$ cat src/rtl/serin_pkg.sv
package serin_pkg;
    localparam int BYTE_W = 8;
    localparam int OP_W   = 3;
    localparam int PAY_W  = BYTE_W - OP_W;

    typedef enum logic [OP_W-1:0] {
        OP_COLS  = 3'b000,
        OP_ADDR  = 3'b101,
        OP_CLEAR = 3'b110,
        OP_CTRL  = 3'b111
    } opcode_e;

    typedef enum logic {
        ST_IDLE  = 1'b0,
        ST_SWEEP = 1'b1
    } state_e;
endpackage

$ cat src/rtl/serin_sync.sv
module serin_sync #(
    parameter int               WIDTH   = 3,
    parameter logic [WIDTH-1:0] RST_VAL = '0
) (
    input  logic             clk,
    input  logic             rst_n,
    input  logic [WIDTH-1:0] d,
    output logic [WIDTH-1:0] q
);
    for (genvar b = 0; b < WIDTH; b++) begin : g_bit
        logic [1:0] stage;
        always_ff @(posedge clk or negedge rst_n) begin
            if (!rst_n) stage <= {2{RST_VAL[b]}};
            else        stage <= {stage[0], d[b]};
        end
        assign q[b] = stage[1];
    end
endmodule

$ cat src/rtl/serin_shifter.sv
module serin_shifter
    import serin_pkg::*;
(
    input  logic              clk,
    input  logic              rst_n,
    input  logic              data_s,
    input  logic              sclk_s,
    input  logic              load_s,
    output logic [BYTE_W-1:0] frame_o,
    output logic              stb_o
);
    logic              sclk_q;
    logic              load_q;
    logic [BYTE_W-1:0] sreg;

    always_ff @(posedge clk or negedge rst_n) begin
        if (!rst_n) begin
            sclk_q <= 1'b0;
            load_q <= 1'b1;
            sreg   <= '0;
        end else begin
            sclk_q <= sclk_s;
            load_q <= load_s;
            if (sclk_s && !sclk_q && !load_s)
                sreg <= {data_s, sreg[BYTE_W-1:1]};
        end
    end

    assign stb_o   = load_s && !load_q;
    assign frame_o = sreg;
endmodule

$ cat src/rtl/serin_decoder.sv
module serin_decoder
    import serin_pkg::*;
#(
    parameter int DIGITS = 4,
    parameter int ROWS   = 7,
    localparam int DIG_W = $clog2(DIGITS),
    localparam int ROW_W = $clog2(ROWS)
) (
    input  logic              clk,
    input  logic              rst_n,
    input  logic              stb_i,
    input  logic [BYTE_W-1:0] frame_i,
    output logic              wr_en_o,
    output logic [DIG_W-1:0]  wr_digit_o,
    output logic [ROW_W-1:0]  wr_row_o,
    output logic [PAY_W-1:0]  wr_cols_o,
    output logic              clr_wr_o,
    output logic [PAY_W-1:0]  ctrl_o
);
    state_e           state, state_nx;
    opcode_e          op;
    logic [PAY_W-1:0] payload;
    logic [DIG_W-1:0] dig_q, swp_dig;
    logic [ROW_W-1:0] row_q, swp_row;
    logic             swp_last;

    assign op       = opcode_e'(frame_i[BYTE_W-1 -: OP_W]);
    assign payload  = frame_i[PAY_W-1:0];
    assign swp_last = (swp_dig == DIG_W'(DIGITS-1)) && (swp_row == ROW_W'(ROWS-1));

    always_comb begin
        state_nx = state;
        unique case (state)
            ST_IDLE:  if (stb_i && op == OP_CLEAR) state_nx = ST_SWEEP;
            ST_SWEEP: if (swp_last)                state_nx = ST_IDLE;
            default:  state_nx = ST_IDLE;
        endcase
    end

    always_ff @(posedge clk or negedge rst_n) begin
        if (!rst_n) state <= ST_IDLE;
        else        state <= state_nx;
    end

    always_ff @(posedge clk or negedge rst_n) begin
        if (!rst_n) begin
            wr_en_o    <= 1'b0;
            clr_wr_o   <= 1'b0;
            wr_digit_o <= '0;
            wr_row_o   <= '0;
            wr_cols_o  <= '0;
            ctrl_o     <= '0;
            dig_q      <= '0;
            row_q      <= '0;
            swp_dig    <= '0;
            swp_row    <= '0;
        end else begin
            wr_en_o  <= 1'b0;
            clr_wr_o <= 1'b0;
            unique case (state)
                ST_IDLE: begin
                    if (stb_i) begin
                        case (op)
                            OP_COLS: begin
                                wr_en_o    <= 1'b1;
                                wr_digit_o <= dig_q;
                                wr_row_o   <= row_q;
                                wr_cols_o  <= payload;
                                row_q      <= (row_q == ROW_W'(ROWS-1)) ? '0 : row_q + ROW_W'(1);
                            end
                            OP_ADDR: begin
                                dig_q <= payload[DIG_W-1:0];
                                row_q <= '0;
                            end
                            OP_CLEAR: begin
                                dig_q   <= '0;
                                row_q   <= '0;
                                swp_dig <= '0;
                                swp_row <= '0;
                            end
                            OP_CTRL: ctrl_o <= payload;
                            default: ;
                        endcase
                    end
                end
                ST_SWEEP: begin
                    wr_en_o    <= 1'b1;
                    clr_wr_o   <= 1'b1;
                    wr_digit_o <= swp_dig;
                    wr_row_o   <= swp_row;
                    wr_cols_o  <= '0;
                    if (swp_row == ROW_W'(ROWS-1)) begin
                        swp_row <= '0;
                        swp_dig <= swp_dig + DIG_W'(1);
                    end else begin
                        swp_row <= swp_row + ROW_W'(1);
                    end
                end
                default: ;
            endcase
        end
    end
endmodule

$ cat src/rtl/serin_decode.sv
module serin_decode
    import serin_pkg::*;
#(
    parameter int DIGITS = 4,
    parameter int ROWS   = 7,
    localparam int DIG_W = $clog2(DIGITS),
    localparam int ROW_W = $clog2(ROWS)
) (
    input  logic             clk,
    input  logic             rst_n,
    input  logic             ser_data,
    input  logic             ser_clk,
    input  logic             ser_load_n,
    output logic             wr_en,
    output logic [DIG_W-1:0] wr_digit,
    output logic [ROW_W-1:0] wr_row,
    output logic [PAY_W-1:0] wr_cols,
    output logic [PAY_W-1:0] ctrl_word
);
    logic [2:0]        pins_s;
    logic [BYTE_W-1:0] frame;
    logic              byte_stb;
    logic              clr_wr;

    serin_sync #(.WIDTH(3), .RST_VAL(3'b100)) u_sync (
        .clk   (clk),
        .rst_n (rst_n),
        .d     ({ser_load_n, ser_clk, ser_data}),
        .q     (pins_s)
    );

    serin_shifter u_shift (
        .clk     (clk),
        .rst_n   (rst_n),
        .data_s  (pins_s[0]),
        .sclk_s  (pins_s[1]),
        .load_s  (pins_s[2]),
        .frame_o (frame),
        .stb_o   (byte_stb)
    );

    serin_decoder #(.DIGITS(DIGITS), .ROWS(ROWS)) u_dec (
        .clk        (clk),
        .rst_n      (rst_n),
        .stb_i      (byte_stb),
        .frame_i    (frame),
        .wr_en_o    (wr_en),
        .wr_digit_o (wr_digit),
        .wr_row_o   (wr_row),
        .wr_cols_o  (wr_cols),
        .clr_wr_o   (clr_wr),
        .ctrl_o     (ctrl_word)
    );
endmodule

$ cat config.mk
export PLATFORM = sky130hd
export DESIGN_NAME = serin_decode
export DESIGN_NICKNAME = d
export VERILOG_FILES = /design/src/rtl/serin_pkg.sv /design/src/rtl/serin_sync.sv /design/src/rtl/serin_shifter.sv /design/src/rtl/serin_decoder.sv /design/src/rtl/serin_decode.sv
export SDC_FILE = /design/constraint.sdc
export NUM_CORES = 1
export LEC_CHECK = 0
export ABC_AREA = 1
export CELL_PAD_IN_SITES_DETAIL_PLACEMENT = 0
export CELL_PAD_IN_SITES_GLOBAL_PLACEMENT = 2
export CORE_MARGIN = 4
export CORE_UTILIZATION = 25
export CTS_BUF_LIST = sky130_fd_sc_hd__clkbuf_4 sky130_fd_sc_hd__clkbuf_8 sky130_fd_sc_hd__clkbuf_16
export DETAILED_ROUTE_END_ITERATION = 7
export GPL_TIMING_DRIVEN = 0
export PLACE_DENSITY = 0.59
export SLEW_MARGIN = 10
export SYNTH_ARGS = -nofsm -noshare
export SYNTH_HDL_FRONTEND = slang
export SYNTH_SLANG_ARGS = --single-unit
$ cat constraint.sdc
create_clock -name clk -period 3.05 [get_ports clk]
set_input_delay 0.61 -clock clk [delete_from_list [all_inputs] [get_ports clk]]
set_output_delay 0.61 -clock clk [all_outputs]
set_load 0.02 [all_outputs]
==> flow_metrics.env <==
export IMPL_clk_pin_slew_worst_paths_ns=0.09
export IMPL_path_buf_inv=1
export IMPL_cts_max_path_buffers=2
export IMPL_fin_crit_sh_pct=61.72
export IMPL_fp_dieH_um=92.48
export IMPL_synthAdderAreaFrac_pct=0.7013
export IMPL_dp_cells=322
export IMPL_powerDensity_nw_per_um2=755.6
export IMPL_worst_setup_path_start_kind="register"
export IMPL_grt_util_all_layers_pct=10.56
export IMPL_grt_max_degree=30
export IMPL_fin_hold_ws_ns=0.2145
export IMPL_critPathSlowestCell="clkdlybuf4s50_1"
export IMPL_async_reset_ff_share_pct=100.0
export IMPL_endpoint_kind="primary output"
export IMPL_core_um2=6869
export IMPL_grt_pass1_vias=1426
export IMPL_io_pins=21
export IMPL_cts_tree="built"
export IMPL_synth_nets=211
export IMPL_wl_um=4009
export IMPL_wire_per_inst_um=12.15
export IMPL_drv_slew=0
export IMPL_synth_top_flop_cell="dfrtp_1"
export IMPL_drc_errors=0
export IMPL_ctsResizeCount=0
export IMPL_period_needed_ns=1.882
export IMPL_synth_mux_area_share_pct=0
export IMPL_yosysSeqAreaShare_pct=60.52
export IMPL_synth_cells=205
export IMPL_antenna_found_initial=0
export IMPL_crit_arrival_ns=1.27
export IMPL_hp_class="primary input to asynchronous set/reset pin"
export IMPL_synth_top_cells_by_count="nand2_1 (85), dfrtp_1 (40), o21ai_1 (19)"
export IMPL_diodes=0
export IMPL_drt_iter0_markers=69
export IMPL_max_vdd_ir_drop_v=0.0002067
export IMPL_areaGrowthSynthToFinish_pct=25.18
export IMPL_crit_family="buffers and inverters"
export IMPL_final_nets=239
export IMPL_htree_levels=2
export IMPL_synth_distinct_cells=19
export IMPL_hpwlAfterDp_um=2976
export IMPL_r2r_start="u_sync.g_bit[2].stage[1]"
export IMPL_maxSlewHeadroom_pct=74.58
export IMPL_drive_gt1_share_pct=9.829
export IMPL_final_instance_count_excl_fill=330
export IMPL_die_area_um2=8553
export IMPL_synth_xor_xnor_area_share_pct=0
export IMPL_tightest_slew_ns=0.3802
export IMPL_die_w_um=92.48
export IMPL_setup_tns_ns=0
export IMPL_total_power_w=0.001688
export IMPL_viasPerCell=4.033
export IMPL_required_ns=2.44
export IMPL_rsz0062_at_grt="false"
export IMPL_cpPeakStageDelay_ns=0.61
export IMPL_rr_endpoint="u_shift.frame_o[6]"
export IMPL_dr_pass1_iters=4
export IMPL_placementRows=30
export IMPL_vias=1331
export IMPL_fmax_mhz=531.3
export IMPL_synth_seq_cells=43
export IMPL_synth_compound_area_share_pct=7.083
export IMPL_cts_setup_buffers=0
export IMPL_syn_cell_area_um2=1784
export IMPL_clock_latency_ns=0.30
export IMPL_clock_root_buffer="clkbuf_8"
export IMPL_synth_area_leaders="dfrtp_1 (56%), nand2_1 (18%), o21ai_1 (5.3%)"
export IMPL_synth_most_common_cell="nand2_1"
export IMPL_clock_sinks=43
export IMPL_finClkSkew_ns=0.01249
export IMPL_gp_congestion=0.7239
export IMPL_numPortBuffers=20
export IMPL_hold_buffers=0
export IMPL_synth_largest_area_cell="dfrtp_1"
export IMPL_r2r_cells=4
export IMPL_worstSetupPathType="register to primary output"
export IMPL_p_leak_nw=1.077
export IMPL_synth_warnings=0
export IMPL_syn_avg_cell_area_um2=8.703
export IMPL_setup_viol=0
export IMPL_hold_viol_final=0
export IMPL_cp_cell_sequence="clkdlybuf4s50_1"
export IMPL_overflow=0
export IMPL_cap_viol_max_count=0
export IMPL_crit_fanout=2
export IMPL_ant_nets=0
export IMPL_synth_edf_count=0
export IMPL_yosys_area_share_simple_pct=26.79
export IMPL_fillerInstances=735
export IMPL_numCtsBuffers=5
export IMPL_synth_top_area_share_pct=56.10
export IMPL_status="completed"
export IMPL_grt_first_pass_wirelength_um=7093
export IMPL_reg2reg_slack_ns=1.64
export IMPL_synth_top_family_by_area="simple AND/OR/NAND/NOR gates"
export IMPL_start_util_pct=25.97
cell families after synthesis:
family	Yosys count
buffers and inverters	22
DFF	43
and+or+nand+nor	115
adders and majority gates	1
AOI/OAI and AO/OA	24
stage by stage:
stage          worst slack (ns)  area [um2]  utilization, %
2_1_floorplan             1.882        1784               -
3_3_place_gp            0.07479        2105           30.64
3_5_place_dp              1.491        2120           30.86
4_1_cts                   1.143        2233           32.51
5_1_grt                   1.105        2233           32.51
6_report                  1.168        2233           32.51
flip-flops by register name, indices dropped and copies added (netlist names), 2 cells and up:
register	flops
u_dec.wr_digit_o	2
u_sync.g_bit.stage	6
u_dec.row_q	3
u_dec.dig_q	2
u_dec.ctrl_o	5
u_dec.wr_row_o	3
u_shift.frame_o	8
u_dec.swp_row	3
u_dec.swp_dig	2
u_dec.wr_cols_o	5
placed cells by master (no fill, tap or decap):
cell             count
nand2_1             85
dfrtp_1             40
o21ai_1             19
clkdlybuf4s50_1     19
inv_1               17
nand3_1             12
nor2_1              10
clkbuf_8             5
inv_2                3
nand2_2              3
dfstp_2              3
nor2_4               2
buf_2                2
nand4_1              2
a21oi_1              2
buf_4                1
o2111ai_1            1
nand3b_1             1
o21ai_0              1
a21boi_1             1
ha_1                 1
clkbuf_4             1
clkinvlp_4           1
bufinv_16            1
buf_12               1
how the worst max path moves through the flow:
stage / from / end / slack [ns] / cells after the start
3_3_place_gp: rst_n / u_shift.frame_o[6] / 0.07 / 1
3_5_place_dp: u_dec.wr_cols_o[4] / wr_cols[4] / 1.49 / 1
5_1_grt: u_dec.ctrl_o[4] / ctrl_word[4] / 1.10 / 1
4_1_cts: u_dec.wr_cols_o[4] / wr_cols[4] / 1.14 / 1
2_1_floorplan: u_sync.g_bit[2].stage[1] / u_dec.swp_dig[1] / 1.88 / 5
6_report: u_dec.ctrl_o[1] / ctrl_word[1] / 1.17 / 1
layer usage:
metal	wire length [um]	vias to the layer above	share of wire [%]	global-route usage, %
met4	69	0	1.7	3.713
met2	1824	19	45	16.62
met3	145	6	3.6	3.006
met1	1969	608	49	13.84
li1	-	698	-	-
met5	0	-	0	0
layout make-up:
type                    count  area, um2  share of cell area [%]
well taps                  96      120.1                   5.378
clock inverters             2      37.54                   1.681
multi-input cells         140      616.8                   27.62
inverters                  20      75.07                   3.361
flip-flops and latches     43       1080                   48.35
plain buffers               2      12.51                  0.5602
repair buffers             21      215.2                   9.636
clock buffers               6      76.32                   3.417
where the power goes:
part | internal (W) | switching, W | leakage [nW]
Clock | 0.000253 | 0.000203 | 0.0548
Combinational | 0.000184 | 0.000264 | 0.483
Sequential | 0.000683 | 0.0000997 | 0.539
Total | 0.00112 | 0.000567 | 1.08
Power figures use the tool's default switching activity.
